===== config.mk =====
export PLATFORM = sky130hd
export DESIGN_NAME = usb_ls_tx
export DESIGN_NICKNAME = d
export VERILOG_FILES = /design/src/rtl/usb_ls_tx_pkg.sv /design/src/rtl/usb_ls_tx_celltimer.sv /design/src/rtl/usb_ls_tx_stuffer.sv /design/src/rtl/usb_ls_tx_linedrv.sv /design/src/rtl/usb_ls_tx.sv
export SDC_FILE = /design/constraint.sdc
export NUM_CORES = 1
export LEC_CHECK = 0
export BUFFER_PORTS_ARGS = -buffer_cell sky130_fd_sc_hd__buf_2
export CAP_MARGIN = 20
export CORE_MARGIN = 1.5
export CORE_UTILIZATION = 51
export CTS_CLUSTER_DIAMETER = 50
export CTS_CLUSTER_SIZE = 28
export DETAILED_ROUTE_END_ITERATION = 10
export PLACE_DENSITY = 0.76
export SLEW_MARGIN = 20
export SYNTH_ARGS = -nofsm -noshare
export SYNTH_HDL_FRONTEND = slang
export SYNTH_SLANG_ARGS = --single-unit

===== constraint.sdc =====
create_clock -name clk -period 2.1 [get_ports clk]
set_input_delay 0.21 -clock clk [delete_from_list [all_inputs] [get_ports clk]]
set_output_delay 0.21 -clock clk [all_outputs]
set_load 0.005 [all_outputs]

===== src/rtl/usb_ls_tx_pkg.sv =====
package usb_ls_tx_pkg;

  typedef enum logic [2:0] {
    ST_IDLE,
    ST_PREP,
    ST_DATA,
    ST_SE0,
    ST_JEND
  } tx_state_e;

  // Commands for the line register stage
  typedef enum logic [2:0] {
    LN_HOLD,
    LN_PARK,
    LN_KEEP,
    LN_TOGGLE,
    LN_SE0,
    LN_IDLEJ,
    LN_RELEASE
  } line_cmd_e;

  localparam logic [7:0] SYNC_BYTE = 8'h80;
  localparam logic [7:0] PID_ACK   = 8'hD2;
  localparam logic [7:0] PID_NAK   = 8'h5A;

endpackage


===== src/rtl/usb_ls_tx_celltimer.sv =====
module usb_ls_tx_celltimer #(
  parameter int CELL_CLKS = 11
) (
  input  logic clk,
  input  logic rst_n,
  input  logic run,
  output logic cell_last
);
  localparam int CW = (CELL_CLKS > 1) ? $clog2(CELL_CLKS) : 1;
  localparam logic [CW-1:0] LAST = CW'(CELL_CLKS - 1);

  logic [CW-1:0] cnt_q, cnt_n;

  always_comb begin
    if (!run)              cnt_n = '0;
    else if (cnt_q == LAST) cnt_n = '0;
    else                   cnt_n = cnt_q + CW'(1);
  end

  always_ff @(posedge clk or negedge rst_n) begin
    if (!rst_n) cnt_q <= '0;
    else        cnt_q <= cnt_n;
  end

  assign cell_last = run && (cnt_q == LAST);
endmodule


===== src/rtl/usb_ls_tx_stuffer.sv =====
module usb_ls_tx_stuffer #(
  parameter int RUN_LIMIT = 6
) (
  input  logic clk,
  input  logic rst_n,
  input  logic clr,
  input  logic step,
  input  logic bit_val,
  output logic stuff_due
);
  localparam int OW = $clog2(RUN_LIMIT + 1);

  logic [OW-1:0] ones_q, ones_n;
  logic          ones_en;

  assign ones_en = clr || step;

  always_comb begin
    if (clr)          ones_n = '0;
    else if (bit_val) ones_n = ones_q + OW'(1);
    else              ones_n = '0;
  end

  always_ff @(posedge clk or negedge rst_n) begin
    if (!rst_n)       ones_q <= '0;
    else if (ones_en) ones_q <= ones_n;
  end

  assign stuff_due = (ones_q == OW'(RUN_LIMIT));
endmodule


===== src/rtl/usb_ls_tx_linedrv.sv =====
module usb_ls_tx_linedrv
  import usb_ls_tx_pkg::*;
(
  input  logic      clk,
  input  logic      rst_n,
  input  line_cmd_e cmd,
  output logic      dp,
  output logic      dm,
  output logic      oe
);
  logic dp_q, dm_q, oe_q;
  logic dp_n, dm_n, oe_n;

  always_comb begin
    dp_n = dp_q;
    dm_n = dm_q;
    oe_n = oe_q;
    case (cmd)
      LN_PARK:    begin dp_n = 1'b0;  dm_n = 1'b1;  oe_n = 1'b0; end
      LN_KEEP:    begin                             oe_n = 1'b1; end
      LN_TOGGLE:  begin dp_n = ~dp_q; dm_n = ~dm_q; oe_n = 1'b1; end
      LN_SE0:     begin dp_n = 1'b0;  dm_n = 1'b0;  oe_n = 1'b1; end
      LN_IDLEJ:   begin dp_n = 1'b0;  dm_n = 1'b1;  oe_n = 1'b1; end
      LN_RELEASE: begin dp_n = 1'b0;  dm_n = 1'b0;  oe_n = 1'b0; end
      default:    ;
    endcase
  end

  always_ff @(posedge clk or negedge rst_n) begin
    if (!rst_n) begin
      dp_q <= 1'b0;
      dm_q <= 1'b0;
      oe_q <= 1'b0;
    end else begin
      dp_q <= dp_n;
      dm_q <= dm_n;
      oe_q <= oe_n;
    end
  end

  assign dp = dp_q;
  assign dm = dm_q;
  assign oe = oe_q;
endmodule


===== src/rtl/usb_ls_tx.sv =====
module usb_ls_tx
  import usb_ls_tx_pkg::*;
#(
  parameter int CELL_CLKS = 11,
  parameter int MAX_BYTES = 12,
  parameter int RUN_LIMIT = 6,
  parameter int ADDR_W    = 7,
  localparam int CNT_W    = $clog2(MAX_BYTES + 1)
) (
  input  logic              clk,
  input  logic              rst_n,
  input  logic              start,
  input  logic              hs_mode,
  input  logic              hs_nak,
  input  logic [CNT_W-1:0]  byte_count,
  output logic              byte_req,
  input  logic [7:0]        byte_data,
  input  logic [ADDR_W-1:0] new_addr,
  output logic [ADDR_W-1:0] active_addr,
  input  logic              rx_mark,
  output logic              rx_pend,
  output logic              busy,
  output logic              done,
  output logic              usb_dp,
  output logic              usb_dm,
  output logic              usb_oe
);
  localparam logic [3:0]       BYTE_BITS = 4'd8;
  localparam logic [CNT_W-1:0] MIN_CNT   = CNT_W'(2);
  localparam logic [CNT_W-1:0] TOP_CNT   = CNT_W'(MAX_BYTES);

  tx_state_e         state_q, state_n;
  logic [7:0]        shreg_q, shreg_n;
  logic [3:0]        bidx_q, bidx_n;
  logic [7:0]        pbuf_q, pbuf_n;
  logic              pvld_q, pvld_n;
  logic [CNT_W-1:0]  rleft_q, rleft_n;
  logic              hs_q, hs_n;
  logic              req_q, req_n;
  logic              done_q, done_n;
  logic              eopc_q, eopc_n;
  logic [ADDR_W-1:0] addr_q, addr_n;
  logic              rx_q, rx_n;

  line_cmd_e         cmd;
  logic              cell_last;
  logic              timer_run;
  logic              run_clr, run_step, run_bit;
  logic              stuff_due;
  logic              emit, emit_b;
  logic              fetch_ok;
  logic [CNT_W-1:0]  cnt_eff;

  assign timer_run = (state_q == ST_DATA) || (state_q == ST_SE0) || (state_q == ST_JEND);

  usb_ls_tx_celltimer #(.CELL_CLKS(CELL_CLKS)) u_timer (
    .clk       (clk),
    .rst_n     (rst_n),
    .run       (timer_run),
    .cell_last (cell_last)
  );

  usb_ls_tx_stuffer #(.RUN_LIMIT(RUN_LIMIT)) u_stuff (
    .clk       (clk),
    .rst_n     (rst_n),
    .clr       (run_clr),
    .step      (run_step),
    .bit_val   (run_bit),
    .stuff_due (stuff_due)
  );

  usb_ls_tx_linedrv u_line (
    .clk   (clk),
    .rst_n (rst_n),
    .cmd   (cmd),
    .dp    (usb_dp),
    .dm    (usb_dm),
    .oe    (usb_oe)
  );

  // Clamp the requested length into the legal window
  always_comb begin
    if (byte_count < MIN_CNT)      cnt_eff = MIN_CNT;
    else if (byte_count > TOP_CNT) cnt_eff = TOP_CNT;
    else                           cnt_eff = byte_count;
  end

  assign fetch_ok = ((state_q == ST_PREP) || (state_q == ST_DATA)) &&
                    !pvld_q && !req_q && (rleft_q != '0);

  always_comb begin
    state_n  = state_q;
    shreg_n  = shreg_q;
    bidx_n   = bidx_q;
    pbuf_n   = pbuf_q;
    pvld_n   = pvld_q;
    rleft_n  = rleft_q;
    hs_n     = hs_q;
    req_n    = 1'b0;
    done_n   = 1'b0;
    eopc_n   = eopc_q;
    addr_n   = addr_q;
    rx_n     = rx_q | rx_mark;
    cmd      = LN_HOLD;
    run_clr  = 1'b0;
    run_step = 1'b0;
    run_bit  = 1'b0;
    emit     = 1'b0;
    emit_b   = 1'b0;

    // Prefetch one payload byte ahead of the serializer
    if (fetch_ok) begin
      req_n   = 1'b1;
      rleft_n = rleft_q - CNT_W'(1);
    end
    if (req_q) begin
      pbuf_n = byte_data;
      pvld_n = 1'b1;
    end

    case (state_q)
      ST_IDLE: begin
        if (start) begin
          state_n = ST_PREP;
          cmd     = LN_PARK;
          shreg_n = SYNC_BYTE;
          bidx_n  = '0;
          run_clr = 1'b1;
          hs_n    = hs_mode;
          eopc_n  = 1'b0;
          if (hs_mode) begin
            pbuf_n  = hs_nak ? PID_NAK : PID_ACK;
            pvld_n  = 1'b1;
            rleft_n = '0;
          end else begin
            pvld_n  = 1'b0;
            rleft_n = cnt_eff - CNT_W'(1);
          end
        end
      end
      ST_PREP: begin
        state_n = ST_DATA;
        emit    = 1'b1;
        emit_b  = shreg_q[0];
        shreg_n = shreg_q >> 1;
        bidx_n  = bidx_q + 4'd1;
      end
      ST_DATA: begin
        if (cell_last) begin
          if (stuff_due) begin
            cmd      = LN_TOGGLE;
            run_step = 1'b1;
            run_bit  = 1'b0;
          end else if (bidx_q != BYTE_BITS) begin
            emit    = 1'b1;
            emit_b  = shreg_q[0];
            shreg_n = shreg_q >> 1;
            bidx_n  = bidx_q + 4'd1;
          end else if (pvld_q) begin
            emit    = 1'b1;
            emit_b  = pbuf_q[0];
            shreg_n = pbuf_q >> 1;
            bidx_n  = 4'd1;
            pvld_n  = 1'b0;
          end else begin
            state_n = ST_SE0;
            cmd     = LN_SE0;
            eopc_n  = 1'b0;
            if (!hs_q) addr_n = new_addr;
          end
        end
      end
      ST_SE0: begin
        if (cell_last) begin
          if (!eopc_q) begin
            eopc_n = 1'b1;
          end else begin
            state_n = ST_JEND;
            cmd     = LN_IDLEJ;
          end
        end
      end
      ST_JEND: begin
        if (cell_last) begin
          state_n = ST_IDLE;
          cmd     = LN_RELEASE;
          done_n  = 1'b1;
          rx_n    = 1'b0;
        end
      end
      default: state_n = ST_IDLE;
    endcase

    if (emit) begin
      cmd      = emit_b ? LN_KEEP : LN_TOGGLE;
      run_step = 1'b1;
      run_bit  = emit_b;
    end
  end

  always_ff @(posedge clk or negedge rst_n) begin
    if (!rst_n) begin
      state_q <= ST_IDLE;
      shreg_q <= '0;
      bidx_q  <= '0;
      pbuf_q  <= '0;
      pvld_q  <= 1'b0;
      rleft_q <= '0;
      hs_q    <= 1'b0;
      req_q   <= 1'b0;
      done_q  <= 1'b0;
      eopc_q  <= 1'b0;
      addr_q  <= '0;
      rx_q    <= 1'b0;
    end else begin
      state_q <= state_n;
      shreg_q <= shreg_n;
      bidx_q  <= bidx_n;
      pbuf_q  <= pbuf_n;
      pvld_q  <= pvld_n;
      rleft_q <= rleft_n;
      hs_q    <= hs_n;
      req_q   <= req_n;
      done_q  <= done_n;
      eopc_q  <= eopc_n;
      addr_q  <= addr_n;
      rx_q    <= rx_n;
    end
  end

  assign busy        = (state_q != ST_IDLE);
  assign done        = done_q;
  assign byte_req    = req_q;
  assign active_addr = addr_q;
  assign rx_pend     = rx_q;
endmodule


==> results.py <==
metrics = {
    "outcome": {
        "status": "finished, violations left",
        "failed_checks": "hold timing",
    },
    "grt": {
        "grt_pass1_wl_mm": 8.763,
        "antenna_found_initial": 0,
        "use_met2_pct": 33.13,
        "use_met1_pct": 28.79,
        "grt_pass1_vias": 1907,
        "grt-busiest-layer": "met2",
        "use_met3_pct": 4.743,
        "grt_start_max_net_pins": 51,
        "grtUsageTotal_pct": 20.94,
        "overflow": 0,
    },
    "cts": {
        "cts_buffers": 5,
        "cts_buffer_depth": 2,
        "cts_hold_buffers": 0,
        "htree_levels": 2,
        "tritoncts": "done",
        "clk_pin_slew_ns": 0.09,
        "root_buffer": "clkbuf_8",
        "post_cts_resized": 0,
        "post_cts_buffers": 0,
        "clk-insertion-delay-late_ns": 0.31,
        "cts_sinks": 50,
    },
    "power": {
        "leakage_uw": 0.001475,
        "p_int_uw": 1348,
        "power_frac_seq_pct": 57.3,
        "combPwrFrac_pct": 3.8,
        "p_total_uw": 1703,
        "power.share.clock_pct": 38.9,
        "powerDensity_nw_per_um2": 558.8,
        "p_sw_share_pct": 20.85,
        "p_switching_uw": 355.0,
        "ir_worst_vdd_mv": 0.4029,
    },
    "routing": {
        "avgRoutedWirePerCell_um": 13.59,
        "antenna_left": 0,
        "routed_wl_mm": 5.029,
        "drtIter0Drc": 127,
        "first_pass_iters": 4,
        "num_vias": 2023,
        "drc": 0,
        "viasPerCell": 5.468,
    },
    "final_layout": {
        "multi_input_area_sq_um": 1244,
        "nNetsFinal": 333,
        "num-fill-cells": 396,
        "finalNonFillerCells": 370,
        "drive_gt1_share_pct": 27.39,
        "antennaDiodeCount": 0,
        "syn_to_final_growth_pct": 18.66,
        "regArea_sq_um": 1251,
    },
    "job": {
        "maxCapViolations": 0,
    },
    "die": {
        "die_h_um": 73.95,
        "rows": 25,
        "die_area_sq_um": 5469,
        "ios": 39,
        "core_area_sq_um": 4786,
        "start_util_pct": 53.65,
        "die_w_um": 73.95,
    },
    "logic_synthesis": {
        "synthArstFlopShare_pct": 100.0,
        "avgSynthCellArea_sq_um": 10.27,
        "synthDistinctLibCells": 51,
        "synthCells": 250,
        "synth_area_sq_um": 2567,
        "ys_ff_latch": 50,
        "yosysMostFrequentCell": "dfrtp_1",
        "synth_top_area_share_pct": 48.73,
        "yosysSeqAreaShare_pct": 48.73,
        "yosysTopAreaCell": "dfrtp_1",
        "synth_top_flop_cell": "dfrtp_1",
        "yosysWarnings": 0,
        "synth_common_cells": "dfrtp_1 (50), nor2_1 (31), nand2_1 (20)",
        "synth_edf_count": 0,
        "synth_area_leaders": "dfrtp_1 (49%), mux2i_1 (5.5%), nor2_1 (4.5%), a21oi_1 (3.7%), mux2_2 (3.5%)",
        "syn_nets": 281,
    },
    "sta": {
        "fmax_mhz": 498.4,
        "finalClockSkew_ns": 0.005249,
        "holdWs_ns": -0.008339,
        "hold_viol": 9,
        "tns_ns": 0,
        "setup_violations": 0,
        "period_share_pct": 95.54,
        "slew_headroom_pct": 59.29,
        "slew_violations": 0,
        "max_slew.worst_pin.slew_ns": 0.6106,
        "rsz0062_at_grt": "no",
        "period_needed_ns": 2.006,
        "setup_slack_ns": 0.09356,
    },
    "setup_path": {
        "max_stage_delay_ns": 0.46,
        "path_cells": "inv_1 -> ha_1 -> and2_1 -> o41a_1 -> or2_4 -> a221oi_1 -> nor2_1",
        "crit_type": "reg2reg",
        "critPathSlowestCell": "o41a_1",
        "cp_data_required_time_ns": 2.29,
        "worstReg2RegStart": "u_stuff.ones_q[0]$_DFFE_PN0P_",
        "worstPathArrival_ns": 2.20,
        "regToRegEndpoint": "shreg_q[1]$_DFFE_PN0P_",
        "crit_path_end_kind": "register",
        "worstPathMaxFanout": 8,
        "cp-start-kind": "register",
        "ff2ff_setup_slack_ns": 0.09,
        "ff2ff_path_depth": 7,
    },
    "placement": {
        "place.detailed.hpwl_mm": 3.585,
        "post-place-ws_ns": 0.08036,
        "port_buffers": 38,
        "dp_cells": 362,
        "gp_congestion": 0.8116,
    },
    "min_path": {
        "hold_class": "in2async",
    },
}
-- layout by cell type (no fill, tap or decap), types with 2 or more instances in the layout --
master | synthesis | layout
buf_2 | 2 | 38
buf_4 | 0 | 14
xnor2_1 | 5 | 5
nand3_1 | 4 | 4
a21oi_1 | 19 | 19
nor3b_1 | 2 | 2
a22o_1 | 5 | 5
ha_1 | 6 | 6
clkbuf_8 | 0 | 5
dfrtp_1 | 50 | 50
and2_1 | 4 | 4
nor2b_1 | 4 | 4
nor3_1 | 5 | 4
xor2_1 | 2 | 2
o21ai_0 | 4 | 3
o21bai_1 | 3 | 3
inv_1 | 14 | 14
or3_1 | 2 | 2
clkinv_2 | 0 | 2
mux2i_1 | 14 | 14
nand2_1 | 20 | 20
nor2_1 | 31 | 31
or2_2 | 2 | 2
a31o_2 | 3 | 3
a221oi_2 | 0 | 2
mux2_2 | 8 | 8
a21o_1 | 2 | 2
nand2b_1 | 3 | 3
a221oi_1 | 5 | 3
and4b_1 | 2 | 2
-- worst max-delay path: cells and delay by family (launching register included) --
family	cells	cell delay, ns
and+or+nand+nor	3	0.55
DFF	1	0.39
buffers and inverters	1	0.05
AOI/OAI and AO/OA	2	0.68
adders and majority gates	1	0.22
-- through the flow --
stage	cell area [sq um]	utilization [%]
after floorplan	2567	-
after global placement	2914	60.89
after detailed placement	2914	60.89
after CTS	3023	63.16
after global routing	3047	63.66
final	3047	63.66
-- worst max path at each step --
stage,to,depth (start not counted),from,slack (ns)
2_1_floorplan,active_addr[0]$_DFFE_PN0P_,6,bidx_q[0]$_DFFE_PN0P_,0.13
3_3_place_gp,shreg_q[3]$_DFFE_PN0P_,7,u_stuff.ones_q[0]$_DFFE_PN0P_,0.12
3_5_place_dp,shreg_q[4]$_DFFE_PN0P_,7,u_stuff.ones_q[0]$_DFFE_PN0P_,0.08
4_1_cts,shreg_q[4]$_DFFE_PN0P_,7,u_stuff.ones_q[0]$_DFFE_PN0P_,0.04
5_1_grt,active_addr[1]$_DFFE_PN0P_,7,bidx_q[0]$_DFFE_PN0P_,0.02
6_report,shreg_q[1]$_DFFE_PN0P_,7,u_stuff.ones_q[0]$_DFFE_PN0P_,0.09
-- kinds of logic after synthesis --
logic type | share of synthesized area, %
compound gates | 14.77
xor+xnor | 2.388
fa+ha+maj | 3.314
buf+inv | 3.606
flops | 48.73
mux | 8.967
simple gates | 18.23
-- metal layers --
layer	part of all wire (%)	wire [um]
met3	4.0	202
met2	48	2417
met1	46	2326
met5	0	0
met4	1.6	82
-- power groups by stage --
| stage | Sequential, uW | Clock [uW] | Combinational (uW) |
|---|---|---|---|
| floorplan | 992 | 0 | 17.8 |
| global placement | 994 | 0 | 64.3 |
| detailed placement | 994 | 0 | 66.6 |
| CTS | 975 | 678 | 67.2 |
| global route | 976 | 713 | 76.7 |
| finish | 975 | 663 | 64.8 |
-- layout make-up --
class                           instances  share of cell area (%)
Tap cell                               67                   2.752
Clock buffer                            5                   2.259
Timing Repair Buffer                   53                   10.06
Sequential cell                        50                   41.07
Clock inverter                          3                   1.314
Multi-Input combinational cell        178                   40.82
Inverter                               14                   1.725
-- sequential cells by signal, indices dropped and copies added (netlist names), 3 cells and up --
register,flops
active_addr,7
bidx_q,4
pbuf_q,8
rleft_q,4
shreg_q,8
state_q,3
u_stuff.ones_q,3
u_timer.cnt_q,4
(Power assumes the default switching activity.)
